## src/rtl/dss_pkg.sv

```systemverilog
package dss_pkg;
  typedef enum logic [1:0] {
    OP_HOLD  = 2'd0,
    OP_SHIFT = 2'd1,
    OP_LOAD  = 2'd2
  } dss_op_e;
endpackage

```

## src/rtl/dss_sync_chain.sv

```systemverilog
module dss_sync_chain #(
  parameter int NBITS  = 3,
  parameter int STAGES = 2
) (
  input  logic             clk,
  input  logic             rst,
  input  logic [NBITS-1:0] d_async,
  output logic [NBITS-1:0] d_sync
);
  logic [NBITS-1:0] stg_q [STAGES];

  always_ff @(posedge clk) begin
    if (rst) stg_q[0] <= '0;
    else     stg_q[0] <= d_async;
  end

  for (genvar s = 1; s < STAGES; s++) begin : g_stage
    always_ff @(posedge clk) begin
      if (rst) stg_q[s] <= '0;
      else     stg_q[s] <= stg_q[s-1];
    end
  end

  assign d_sync = stg_q[STAGES-1];
endmodule

```

## src/rtl/dss_fall_detect.sv

```systemverilog
module dss_fall_detect #(
  parameter int NBITS = 2
) (
  input  logic             clk,
  input  logic             rst,
  input  logic [NBITS-1:0] lvl,
  output logic [NBITS-1:0] fall
);
  logic [NBITS-1:0] prev_q;

  always_ff @(posedge clk) begin
    if (rst) prev_q <= '0;
    else     prev_q <= lvl;
  end

  for (genvar b = 0; b < NBITS; b++) begin : g_edge
    assign fall[b] = prev_q[b] & ~lvl[b];


    fall_pulse_chk: assert property (@(posedge clk) disable iff (rst)
      fall[b] |=> !fall[b]);
  end
endmodule

```

## src/rtl/dss_core.sv

```systemverilog
module dss_core
  import dss_pkg::*;
#(
  parameter int WIDTH = 4
) (
  input  logic             clk,
  input  logic             rst,
  input  dss_op_e          op,
  input  logic             ser_in,
  input  logic [WIDTH-1:0] par_in,
  output logic [WIDTH-1:0] q
);
  logic [WIDTH-1:0] nxt;

  always_comb begin
    unique case (op)
      OP_SHIFT: nxt = {q[WIDTH-2:0], ser_in};
      OP_LOAD:  nxt = par_in;
      default:  nxt = q;
    endcase
  end

  always_ff @(posedge clk) begin
    if (rst) q <= '0;
    else     q <= nxt;
  end


  reset_clear_chk: assert property (@(posedge clk)
    rst |=> (q == '0));


  shift_step_chk: assert property (@(posedge clk) disable iff (rst)
    (op == OP_SHIFT) |=> (q == {$past(q[WIDTH-2:0]), $past(ser_in)}));


  load_copy_chk: assert property (@(posedge clk) disable iff (rst)
    (op == OP_LOAD) |=> (q == $past(par_in)));


  hold_stable_chk: assert property (@(posedge clk) disable iff (rst)
    (op == OP_HOLD) |=> $stable(q));
endmodule

```

## src/rtl/dual_strobe_shreg.sv

```systemverilog
module dual_strobe_shreg
  import dss_pkg::*;
#(
  parameter int WIDTH       = 4,
  parameter int SYNC_STAGES = 2
) (
  input  logic             clk,
  input  logic             rst,
  input  logic             sel_load,
  input  logic             shr_stb,
  input  logic             ld_stb,
  input  logic             ser_in,
  input  logic [WIDTH-1:0] par_in,
  output logic [WIDTH-1:0] state
);
  localparam int NCTL = 3;

  logic [NCTL-1:0] ctl_sync;
  logic [1:0]      stb_fall;
  logic            sel_s, shr_fall, ld_fall;
  dss_op_e         op;

  // mode travels beside the strobes so both are sampled at the same edge
  dss_sync_chain #(.NBITS(NCTL), .STAGES(SYNC_STAGES)) u_sync (
    .clk     (clk),
    .rst     (rst),
    .d_async ({sel_load, ld_stb, shr_stb}),
    .d_sync  (ctl_sync)
  );

  dss_fall_detect #(.NBITS(2)) u_fall (
    .clk  (clk),
    .rst  (rst),
    .lvl  (ctl_sync[1:0]),
    .fall (stb_fall)
  );

  assign sel_s    = ctl_sync[2];
  assign shr_fall = stb_fall[0];
  assign ld_fall  = stb_fall[1];

  always_comb begin
    op = OP_HOLD;
    if (sel_s) begin
      if (ld_fall) op = OP_LOAD;
    end else begin
      if (shr_fall) op = OP_SHIFT;
    end
  end

  dss_core #(.WIDTH(WIDTH)) u_core (
    .clk    (clk),
    .rst    (rst),
    .op     (op),
    .ser_in (ser_in),
    .par_in (par_in),
    .q      (state)
  );


  load_ignored_chk: assert property (@(posedge clk) disable iff (rst)
    (!sel_s && ld_fall && !shr_fall) |=> $stable(state));


  shift_ignored_chk: assert property (@(posedge clk) disable iff (rst)
    (sel_s && shr_fall && !ld_fall) |=> $stable(state));


  no_edge_hold_chk: assert property (@(posedge clk) disable iff (rst)
    (!shr_fall && !ld_fall) |=> $stable(state));
endmodule

```

## config.mk

```make
export PLATFORM = sky130hd
export DESIGN_NAME = dual_strobe_shreg
export DESIGN_NICKNAME = d
export VERILOG_FILES = /design/src/rtl/dss_pkg.sv /design/src/rtl/dss_sync_chain.sv /design/src/rtl/dss_fall_detect.sv /design/src/rtl/dss_core.sv /design/src/rtl/dual_strobe_shreg.sv
export SDC_FILE = /design/constraint.sdc
export NUM_CORES = 1
export LEC_CHECK = 0
export BUFFER_PORTS_ARGS = -buffer_cell sky130_fd_sc_hd__buf_2
export CORE_AREA = 2 2 39 41
export CTS_BUF_LIST = sky130_fd_sc_hd__clkbuf_4 sky130_fd_sc_hd__clkbuf_8 sky130_fd_sc_hd__clkbuf_16
export CTS_CLUSTER_DIAMETER = 50
export DETAILED_ROUTE_END_ITERATION = 10
export DIE_AREA = 0 0 41 43
export HOLD_SLACK_MARGIN = 0.05
export PLACE_DENSITY = 0.55
export SYNTH_ARGS = -nofsm -noshare
export SYNTH_HDL_FRONTEND = slang
export SYNTH_HIERARCHICAL = 1
export SYNTH_SLANG_ARGS = --single-unit
```

## constraint.sdc

```tcl
create_clock -name clk -period 1.8 [get_ports clk]
set_input_delay 0.09 -clock clk [delete_from_list [all_inputs] [get_ports clk]]
set_output_delay 0.09 -clock clk [all_outputs]
set_load 0.02 [all_outputs]
```

* Yosys cells after proc, flatten, opt, wreduce, memory -nomap -nowiden
Memory sizes are Yosys's and may differ from the RTL's.
Cells that the tools add are included.
** Operators by class
- Equal/unequal tests :: 2
- Mux-type cells :: 9
- Bitwise gates (word level) :: 6
- Reductions and logical operators :: 1
** Operators with widths (number)
- $pmux 4 s2 :: 1
- $mux 3 :: 2
- $mux 1 :: 4
- $mux 2 :: 2
- $and 1x1->1 :: 2
- $eq 2x1->1 const B :: 1
- $eq 2x2->1 const B :: 1
- $not 1->1 :: 2
- $or 1x1->1 :: 2
- $reduce_bool 2->1 :: 1
** Word-level totals
- Flip-flop bits (word level) :: 6
- RAM bits :: 6
- Input port bits :: 10
- Memories kept :: 1
** Memory list
- u_sync.stg_q :: depth 2, width 3, rd ports 2, clocked after Yosys merged registers in 0, write ports 2, line dss_sync_chain.sv:10 : logic [NBITS-1:0] stg_q [STAGES];

* Depth between registers and ports, before layout
Gate-level depths: netlist of the first run.
An unclocked memory read counts as a cell.
- Depth after elaboration :: 7
- Depth in mapped cells :: 7
- Depth with buffers taken out :: 6

* Modules after synthesis
The synthesis of the first run kept the hierarchy.
** By module, submodules not included
- dss_core :: times used 1, cells each 20, area each 200.2 µm², seq. area each 80.1 µm²
- dss_sync_chain :: times used 1, cells each 12, area each 157.7 µm², seq. area each 120.1 µm²
- dss_fall_detect :: times used 1, cells each 6, area each 67.6 µm², seq. area each 40.0 µm²
- dual_strobe_shreg :: times used 1, cells each 2, area each 16.3 µm², seq. area each 0.0 µm²

* Worst setup path before layout of the first run
Ideal clock, no wire load.
- Path kind :: register to register
- Start point :: register u_fall.prev_q[1]
- End point :: register u_core.q[1]
- Arrival :: 1.182 ns
- Data required time :: 1.714 ns
- Setup slack :: 0.532 ns
- Stages on the path, launching flop included :: 7
- Path buffers :: 1
- Clock period less this slack :: 1.268 ns
- Cell sequence :: dfxtp_1 > nor2b_1 > and2_2 > ha_1 > clkbuf_2 > mux2i_1 > a211oi_1
** On the way
- Longest elaborated chain between the ends :: 5
- Elaborated cells on any way between the ends :: 7
** Ends and longest elaborated chain
- start: declaration :: line dss_fall_detect.sv:9 : logic [NBITS-1:0] prev_q;
- start signal: assignment :: line dss_fall_detect.sv:13 : else prev_q <= lvl;
- $and 1x1->1 * :: line dss_fall_detect.sv:17 : assign fall[b] = prev_q[b] & ~lvl[b];
- net stb_fall[1] :: line dual_strobe_shreg.sv:19 : logic [1:0] stb_fall;
- $mux 2 * :: line dual_strobe_shreg.sv:45 : if (ld_fall) op = OP_LOAD;
- $mux 2 * :: line dual_strobe_shreg.sv:44 : if (sel_s) begin
- net op[1] :: line dual_strobe_shreg.sv:21 : dss_op_e op;
- $eq 2x2->1 or $eq 2x1->1 (tied branches) :: line dss_core.sv:16 : unique case (op)
- $pmux 4 s2 or $reduce_bool 2->1 (tied branches)
- end signal: assignment :: line dss_core.sv:25 : else q <= nxt;
- end: declaration :: line dss_core.sv:11 : output logic [WIDTH-1:0] q
Mark *: on every way through the listed nets, which the timed path passes. The rest lies on a longest branch.
A chain may end at the register's enable or synchronous reset.

* Final worst setup path of the first run
- Start point :: register u_fall.prev_q[0]
- End point :: register u_core.q[2]
** On the way
- Longest elaborated chain between the ends :: 5
- Elaborated cells on any way between the ends :: 7
** Ends and longest elaborated chain
- $and 1x1->1 * :: line dss_fall_detect.sv:17
- net stb_fall[0] :: line dual_strobe_shreg.sv:19
- $mux 1 * :: line dual_strobe_shreg.sv:47 : if (shr_fall) op = OP_SHIFT;
- $mux 2 * :: line dual_strobe_shreg.sv:44
- net op[0] :: line dual_strobe_shreg.sv:21
- $eq 2x2->1 or $eq 2x1->1 (tied branches) :: line dss_core.sv:16
- $pmux 4 s2 or $reduce_bool 2->1 (tied branches)
Marks and branches as above.

==> impl_metrics.tcl, run 1 <==
set metrics [dict create \
    dp_hpwl_um 481 \
    ys_seq_elements 12 \
    gp_congestion 0.6402 \
    fin_crit_sh 0.7644 \
    endpoint_kind "register" \
    crit_type "register to register" \
    syn_nets 51 \
    vdd_drop_max_uv 398.8 \
    first_iter_violations 6 \
    overflow 0 \
    tightest_slew_ns 0.2388 \
    ctsResizeCount 0 \
    cp_slowest_cell "ha_1" \
    synth-xor-area-share 0 \
    worst-path-buf-inv 1 \
    synth_top_family_by_area "simple AND/OR/NAND/NOR gates" \
    min_path_type "primary input to register" \
    cts_root_buffer "clkbuf_4" \
    ios 14 \
    met3_usage 0.04712 \
    power_leakage_uw 0.0002464 \
    clkTransAtPathRegs_ns 0.07 \
    use_met1 0.1115 \
    multi_input_area_um2 188.9 \
    cts_hold_repair.buffers 3 \
    grt_pass1_vias 292 \
    viasPerCell 4.176 \
    ys_types 10 \
    start_kind "register" \
    finalHoldViolCount 0 \
    worst_path_most_repeated_cell "nor2b_1" \
    clock_sinks 12 \
    path_delay_family "simple AND/OR/NAND/NOR gates" \
    register_area_um2 240.2 \
    status "complete, no violations" \
    max_stage_delay_ns 0.33 \
    area_delta_synth_final_pct 30.03 \
    min_period_ns 1.376 \
    dp_slack_ns 0.4400 \
    dieArea_um2 1763 \
    antenna_left 0 \
    power_density_nw_per_um2 828.3 \
    synthMuxAreaShare 0.09065 \
    finalNetCount 71 \
    synth.top_cell.area_share 0.5439 \
    crit_path_cell_trace "nor2b_1, and2b_2, inv_1, ha_1, nor2b_1, a211oi_1" \
    grt_util_all_layers 0.09697 \
    antenna_found_initial 0 \
    drc_errors 0 \
    met2_usage 0.1281 \
    final_layout_size_suffix_gt1_frac 0.3276 \
    cts_buffers 3 \
    synthCells 40 \
    setup_ws_ns 0.4241 \
    first_pass_iters 4 \
    worstPathRequired_ns 1.97 \
    cap_violations 0 \
    initial_core_util 0.3192 \
    grt_pass1_wl_mm 1.069 \
    n_antenna_cell 0 \
    syn-cell-area_um2 441.7 \
    critical_path.max_fanout 5 \
    yosys.area_share.simple 0.2408 \
    grt-busiest-layer "met2" \
    cts_max_level 1 \
    crit_arrival_ns 1.55 \
    die_h_um 43 \
    port_buffers 13 \
    die_w_um 41 \
    clock_path_buffers 2 \
    r2r_slack_ns 0.42 \
    rows 14 \
    syn_area_per_cell_um2 11.04 \
    post_drt_wl_per_cell_um 9.419 \
    fin_skew_ns 0.001036 \
    synth-compound-area-share 0.06799 \
    coreArea_um2 1384 \
    synth_adder_area_share 0.02833 \
    nFillCells 144 \
    synth.largest_area_cell "dfxtp_1" \
    insertion_delay_ns 0.26 \
    cts_setup_buffers 0 \
    relSlewSlack 0.8408 \
    max_freq_ghz 0.7268 \
    yosys_warnings 6 \
    routed_wirelength_um 697 \
    ys_seq_area_frac 0.5439 \
    rsz0062_at_grt "false" \
    vias 309 \
    setup_viol 0 \
    final.setup.tns_ns 0 \
    drv_slew 0 \
    grt_max_degree 13 \
    cts_tree "done" \
    synth.area.top_cells "dfxtp_1 (54%), nor2b_1 (18%), mux2i_1 (9.1%)" \
]
==> final cells by class <==
| type | count | area share |
|---|---|---|
| Sequential cell | 12 | 0.4183 |
| Multi-Input combinational cell | 25 | 0.3290 |
| Timing Repair Buffer | 16 | 0.1656 |
| Clock buffer | 3 | 0.03922 |
| Tap cell | 16 | 0.03486 |
| Inverter | 2 | 0.01307 |
==> path summary, 6_finish.rpt <==
kind / start / endpoint / cells past startpoint
worst max-delay path: u_fall/prev_q[0]$_SDFF_PP0_ / u_core/q[2]$_SDFFE_PP0P_ / 6
worst min-delay path: rst / u_fall/prev_q[0]$_SDFF_PP0_ / 2
worst max register to register: u_fall/prev_q[0]$_SDFF_PP0_ / u_core/q[2]$_SDFFE_PP0P_ / 6
worst min register to register: u_sync/stg_q[0][2]$_SDFF_PP0_ / u_sync/stg_q[1][2]$_SDFF_PP0_ / 1
==> through the flow <==
step                cells  utilization  cell area [um^2]  hold slack, ns  power [uW]
floorplan              40            -             441.7          0.1558       305.3
global placement       68       0.3770             521.8          0.2998       323.7
detailed placement     68       0.3770             521.8          0.3055       323.7
CTS                    74       0.4150             574.3          0.1434       486.5
global route           74       0.4150             574.3          0.1544       505.7
finish                 74       0.4150             574.3          0.1480       475.7
==> cell families (layout without fill, tap and decap cells) <==
| kind of cell | count (synthesis) | count (layout) |
|---|---|---|
| adder cells (fa/ha/maj) | 1 | 1 |
| multiplexers | 4 | 4 |
| AND/OR/NAND/NOR | 16 | 16 |
| AO/OA/AOI/OAI | 4 | 4 |
| buffers and inverters | 3 | 21 |
| flip-flops | 12 | 12 |
==> where the power goes <==
| group | internal, uW | switching, uW | leakage, uW |
|---|---|---|---|
| Clock | 77.2 | 76.1 | 0.0000138 |
| Combinational | 23.8 | 18.6 | 0.000134 |
| Sequential | 276 | 3.83 | 0.0000984 |
==> layout by cell type, fill, tap and decap left out <==
master	instances
dlygate4sd3_1	3
and2b_2	1
and2_2	1
nor2b_1	13
clkbuf_4	3
nor2b_2	1
a211oi_1	4
inv_1	2
dfxtp_1	12
mux2i_1	4
ha_1	1
buf_2	13
==> per-layer routing <==
| layer | wire length (um) | up-vias |
|---|---|---|
| met5 | 0 | - |
| met2 | 345 | 8 |
| met4 | 0 | 0 |
| met3 | 29 | 0 |
| met1 | 323 | 132 |
| li1 | - | 169 |
==> cell usage after synthesis <==
master,n
nor2b_1,13
ha_1,1
inv_1,2
and2_2,1
nor2b_2,1
and2b_2,1
mux2i_1,4
clkbuf_2,1
dfxtp_1,12
a211oi_1,4
==> state kept, by name, summed over array words and instances (netlist names) <==
register       count
u_sync/stg_q       6
u_fall/prev_q      2
u_core/q           4
(Power assumes the default switching activity.)
==> run 2: changes to the inputs <==
PLACE_DENSITY = 0.57   (was 0.55)
clock period = 1.1 ns   (was 1.8 ns; I/O delays follow)
==> impl_metrics.tcl, run 2 (same netlist as run 1, synthesis figures left out) <==
set metrics [dict create \
    status "complete, but fails checks" \
    violations "negative setup slack" \
    clock_sinks 12 \
    vias 322 \
    insertion_delay_ns 0.26 \
    n_antenna_cell 0 \
    antenna_found_initial 0 \
    dieArea_um2 1763 \
    antenna_left 0 \
    fin_skew_ns 0.005414 \
    viasPerCell 4.351 \
    post_drt_wl_per_cell_um 10.07 \
    grt_max_degree 13 \
    crit_path_end "u_core/q[2]$_SDFFE_PP0P_" \
    max_stage_delay_ns 0.29 \
    clock_path_buffers 2 \
    overflow 0 \
    start_kind "register" \
    ios 14 \
    finalNetCount 71 \
    cp_slowest_cell "dfxtp_1" \
    r2r_start "u_fall/prev_q[0]$_SDFF_PP0_" \
    gp_congestion 0.7272 \
    rows 14 \
    critical_path.max_fanout 4 \
    routed_wirelength_um 745 \
    grt_pass1_vias 324 \
    worst-path-buf-inv 1 \
    vdd_drop_max_uv 631.9 \
    drc_errors 0 \
    cap_violations 0 \
    finalHoldViolCount 0 \
    crit_start "u_fall/prev_q[0]$_SDFF_PP0_" \
    cts_max_level 1 \
    setup_ws_ns -0.1626 \
    final.setup.tns_ns -0.5112 \
    port_buffers 13 \
    cts_buffers 3 \
    cts_tree "done" \
    grt_pass1_wl_mm 1.297 \
    rr_worst_depth 6 \
    crit_arrival_ns 1.41 \
    instances_no_fill 74 \
    largestRegisters "u_sync/stg_q (6), u_core/q (4), u_fall/prev_q (2)" \
    crit_type "register to register" \
    crit_path_cell_trace "nor2b_1, and2b_2, inv_2, ha_4, mux2i_1, a211oi_2" \
    drv_slew 0 \
    r2r_slack_ns -0.16 \
    rsz0062_at_grt "true" \
    path_delay_family "simple AND/OR/NAND/NOR gates" \
    power_density_nw_per_um2 1294 \
    max_freq_ghz 0.7920 \
    min_path_type "primary input to register" \
    die_w_um 41 \
    grt_util_all_layers 0.1114 \
    coreArea_um2 1384 \
    first_iter_violations 3 \
    die_h_um 43 \
    final_layout_size_suffix_gt1_frac 0.4655 \
    regMostFlops "u_sync/stg_q" \
    min_period_ns 1.263 \
    worstPathRequired_ns 1.24 \
    dp_slack_ns -0.1517 \
    area_delta_synth_final_pct 37.68 \
    first_pass_iters 3 \
    power_leakage_uw 0.0002547 \
    cp.depth 6 \
    initial_core_util 0.3192 \
    final_cell_mix "buf_2 (13), dfxtp_1 (12), nor2b_1 (11)" \
    cts_root_buffer "clkbuf_4" \
    tightest_slew_ns 0.2385 \
    dp_cells 68 \
    setup_viol 4 \
    relSlewSlack 0.8410 \
    endpoint_kind "register" \
    r2r_end "u_core/q[2]$_SDFFE_PP0P_" \
    dp_hpwl_um 495.8 \
    fin_crit_sh 1.148 \
    cts_setup_buffers 0 \
    largest_reg_flops 6 \
    clkTransAtPathRegs_ns 0.07 \
    layout_commonest_cell "buf_2" \
]
-- run 2: worst min path at each step --
| stage | slack (ns) | from | to | cells past startpoint |
|---|---|---|---|---|
| final | 0.13 | rst | u_fall/prev_q[1]$_SDFF_PP0_ | 2 |
| after global routing | 0.14 | rst | u_fall/prev_q[1]$_SDFF_PP0_ | 2 |
| after CTS | 0.12 | rst | u_sync/stg_q[1][2]$_SDFF_PP0_ | 2 |
| after detailed placement | 0.27 | ld_stb | u_sync/stg_q[0][1]$_SDFF_PP0_ | 2 |
| after global placement | 0.26 | shr_stb | u_sync/stg_q[0][0]$_SDFF_PP0_ | 2 |
| after floorplan | 0.12 | rst | u_fall/prev_q[1]$_SDFF_PP0_ | 1 |
-- run 2: metrics by stage --
step / util / instance area (um^2) / hold WS [ns] / total power (uW)
global route: 0.4394 / 608.1 / 0.1435 / 827.9
global placement: 0.3870 / 535.5 / 0.2618 / 531.5
detailed placement: 0.3870 / 535.5 / 0.2709 / 532.1
floorplan: - / 464.2 / 0.1208 / 501.6
finish: 0.4394 / 608.1 / 0.1257 / 786.9
CTS: 0.4376 / 605.6 / 0.1221 / 797.8
-- run 2: power by group --
group / internal, uW / switching (uW)
Clock: 126 / 124
Combinational: 42.4 / 35.3
Sequential: 452 / 7.33
Total: 620 / 167
-- run 2: routing by layer --
metal,vias up,wire (um),track usage
li1,167,-,-
met1,150,340,0.1325
met2,5,391,0.1719
met3,0,14,0.03141
met4,0,0,0.06000
met5,-,0,0
-- run 2: cell type report --
class	count	area, um^2
timing repair buffer	16	95.09
multi-input combinational	25	222.7
sequential	12	240.2
tap	16	20.02
fill	142	775.7
inverter	2	7.507
clock buffer	3	22.52
-- run 2: repair_timing --
action | 4_1_cts | 5_1_grt
gates resized for setup | 5 | 1
hold buffers | 3 | 0
pin swaps | 4 | 0
endpoints found under the hold margin | 3 | 0
setup endpoints to repair | 4 | 4
==> run 3: changes to the inputs <==
PLACE_DENSITY = 0.55   (was 0.57)
clock period = 1.3 ns   (was 1.1 ns; I/O delays follow)
==> impl_metrics.tcl, run 3 (same netlist as run 1, synthesis figures left out) <==
set metrics [dict create \
    finalHoldViolCount 0 \
    routed_wirelength_um 679 \
    start_kind "register" \
    grt_max_degree 13 \
    hold_slack_ns 0.1175 \
    largest_reg_flops 6 \
    die_w_um 41 \
    vias 310 \
    tightest_slew_ns 0.2270 \
    totalPowerFinal_uw 741.4 \
    first_pass_iters 2 \
    n_antenna_cell 0 \
    vdd_drop_max_uv 753.3 \
    port_buffers 13 \
    cp_slowest_cell "dfxtp_1" \
    clock_path_buffers 2 \
    grt_pass1_wl_mm 1.124 \
    cap_violations 0 \
    relSlewSlack 0.8486 \
    largestRegisters "u_sync/stg_q (6), u_core/q (4), u_fall/prev_q (2)" \
    initial_core_util 0.3192 \
    dieArea_um2 1763 \
    fin_skew_ns 0.001569 \
    rsz0062_at_grt "false" \
    drv_slew 0 \
    finalNetCount 71 \
    dp_hpwl_um 457.5 \
    dp_slack_ns -0.04910 \
    rows 14 \
    cts_max_level 1 \
    antenna_left 0 \
    crit_path_cell_trace "nor2b_1, and2b_2, inv_2, ha_4, mux2i_2, a211oi_2" \
    die_h_um 43 \
    final_layout_size_suffix_gt1_frac 0.4576 \
    cts_root_buffer "clkbuf_4" \
    post_drt_wl_per_cell_um 9.053 \
    fin_crit_sh 0.9572 \
    multi_input_area_um2 219.0 \
    setup_ws_ns 0.05570 \
    final_cell_mix "buf_2 (13), nor2b_1 (13), dfxtp_1 (12)" \
    nFillCells 136 \
    endpoint_kind "register" \
    ios 14 \
    dpl_cell_area_um2 521.8 \
    final_area_um2 618.1 \
    status "complete, no violations" \
    critical_path.max_fanout 4 \
    overflow 0 \
    regMostFlops "u_sync/stg_q" \
    viasPerCell 4.133 \
    min_path_type "primary input to register" \
    antenna_found_initial 0 \
    clkTransAtPathRegs_ns 0.07 \
    max_freq_ghz 0.8037 \
    grt_util_all_layers 0.1031 \
    power_leakage_uw 0.0002596 \
    clock_sinks 12 \
    cts_tree "done" \
    register_area_um2 240.2 \
    coreArea_um2 1384 \
    worstPathRequired_ns 1.45 \
    gp_congestion 0.6400 \
    drc_errors 0 \
    setup_viol 0 \
    grt_pass1_vias 273 \
    first_iter_violations 1 \
    crit_arrival_ns 1.40 \
    min_period_ns 1.244 \
    cts_buffers 3 \
    crit_type "register to register" \
    power_density_nw_per_um2 1200 \
    area_delta_synth_final_pct 39.94 \
    max_stage_delay_ns 0.30 \
    insertion_delay_ns 0.27 \
]
==> run 3: cell types whose count changed in the layout (fill, tap and decap cells not counted) <==
cell / before / now
nor2b_2: 3 / 1
mux2i_2: 0 / 2
mux2i_1: 4 / 2
nor2b_1: 11 / 13
and2_2: 0 / 1
and2_4: 1 / 0
a211oi_2: 3 / 2
a211oi_1: 1 / 2
clkbuf_8: 0 / 1
==> run 3: through the flow <==
step	utilization	std cells	TNS, ns
floorplan	-	40	0
CTS	0.4340	75	0
global placement	0.3770	68	-0.08810
finish	0.4467	75	0
detailed placement	0.3770	68	-0.1394
global route	0.4467	75	0
==> run 3: power by group <==
| part | internal (uW) | switching [uW] | leakage [uW] |
|---|---|---|---|
| sequential | 382 | 5.49 | 0.0000984 |
| clock | 170 | 119 | 0.0000210 |
| combinational | 35.9 | 28.5 | 0.000140 |
==> run 3: cell type report <==
class | count | area share
Clock buffer | 4 | 0.05870
Inverter | 2 | 0.01215
Sequential cell | 12 | 0.3887
Timing Repair Buffer | 16 | 0.1538
Multi-Input combinational cell | 25 | 0.3543
Tap cell | 16 | 0.03239
==> run 3: metal layers <==
layer	part of all wire	GRT usage	vias up
li1	-	-	169
met5	0	0	-
met4	0	0.04000	0
met2	0.47	0.1281	9
met3	0.063	0.09424	0
met1	0.47	0.1217	132
==> run 3: path summary, 6_finish.rpt <==
kind                                        end                           from  slack, ns  cells after the start
hold / removal      u_fall/prev_q[1]$_SDFF_PP0_                            rst       0.12                      2
hold reg to reg   u_sync/stg_q[1][1]$_SDFF_PP0_  u_sync/stg_q[0][1]$_SDFF_PP0_       0.44                      1
setup reg to reg       u_core/q[0]$_SDFFE_PP0P_    u_fall/prev_q[0]$_SDFF_PP0_       0.06                      6
setup / recovery       u_core/q[0]$_SDFFE_PP0P_    u_fall/prev_q[0]$_SDFF_PP0_       0.06                      6
==> run 3: critical path: cells and delay by family, from the launching register on <==
family,cells,cell delay [ns]
buf+inv,1,0.06
simple gates,2,0.30
fa+ha+maj,1,0.17
flops,1,0.30
mux,1,0.22
compound gates,1,0.09
==> run 3: timing repair <==
item | 4_1_cts | 5_1_grt
setup endpoints to repair | 4 | 4
pin swaps | 2 | 3
resized for setup | 1 | 6
hold endpoints to repair | 3 | 0
hold buffers | 3 | 0
buffers inserted | 0 | 0
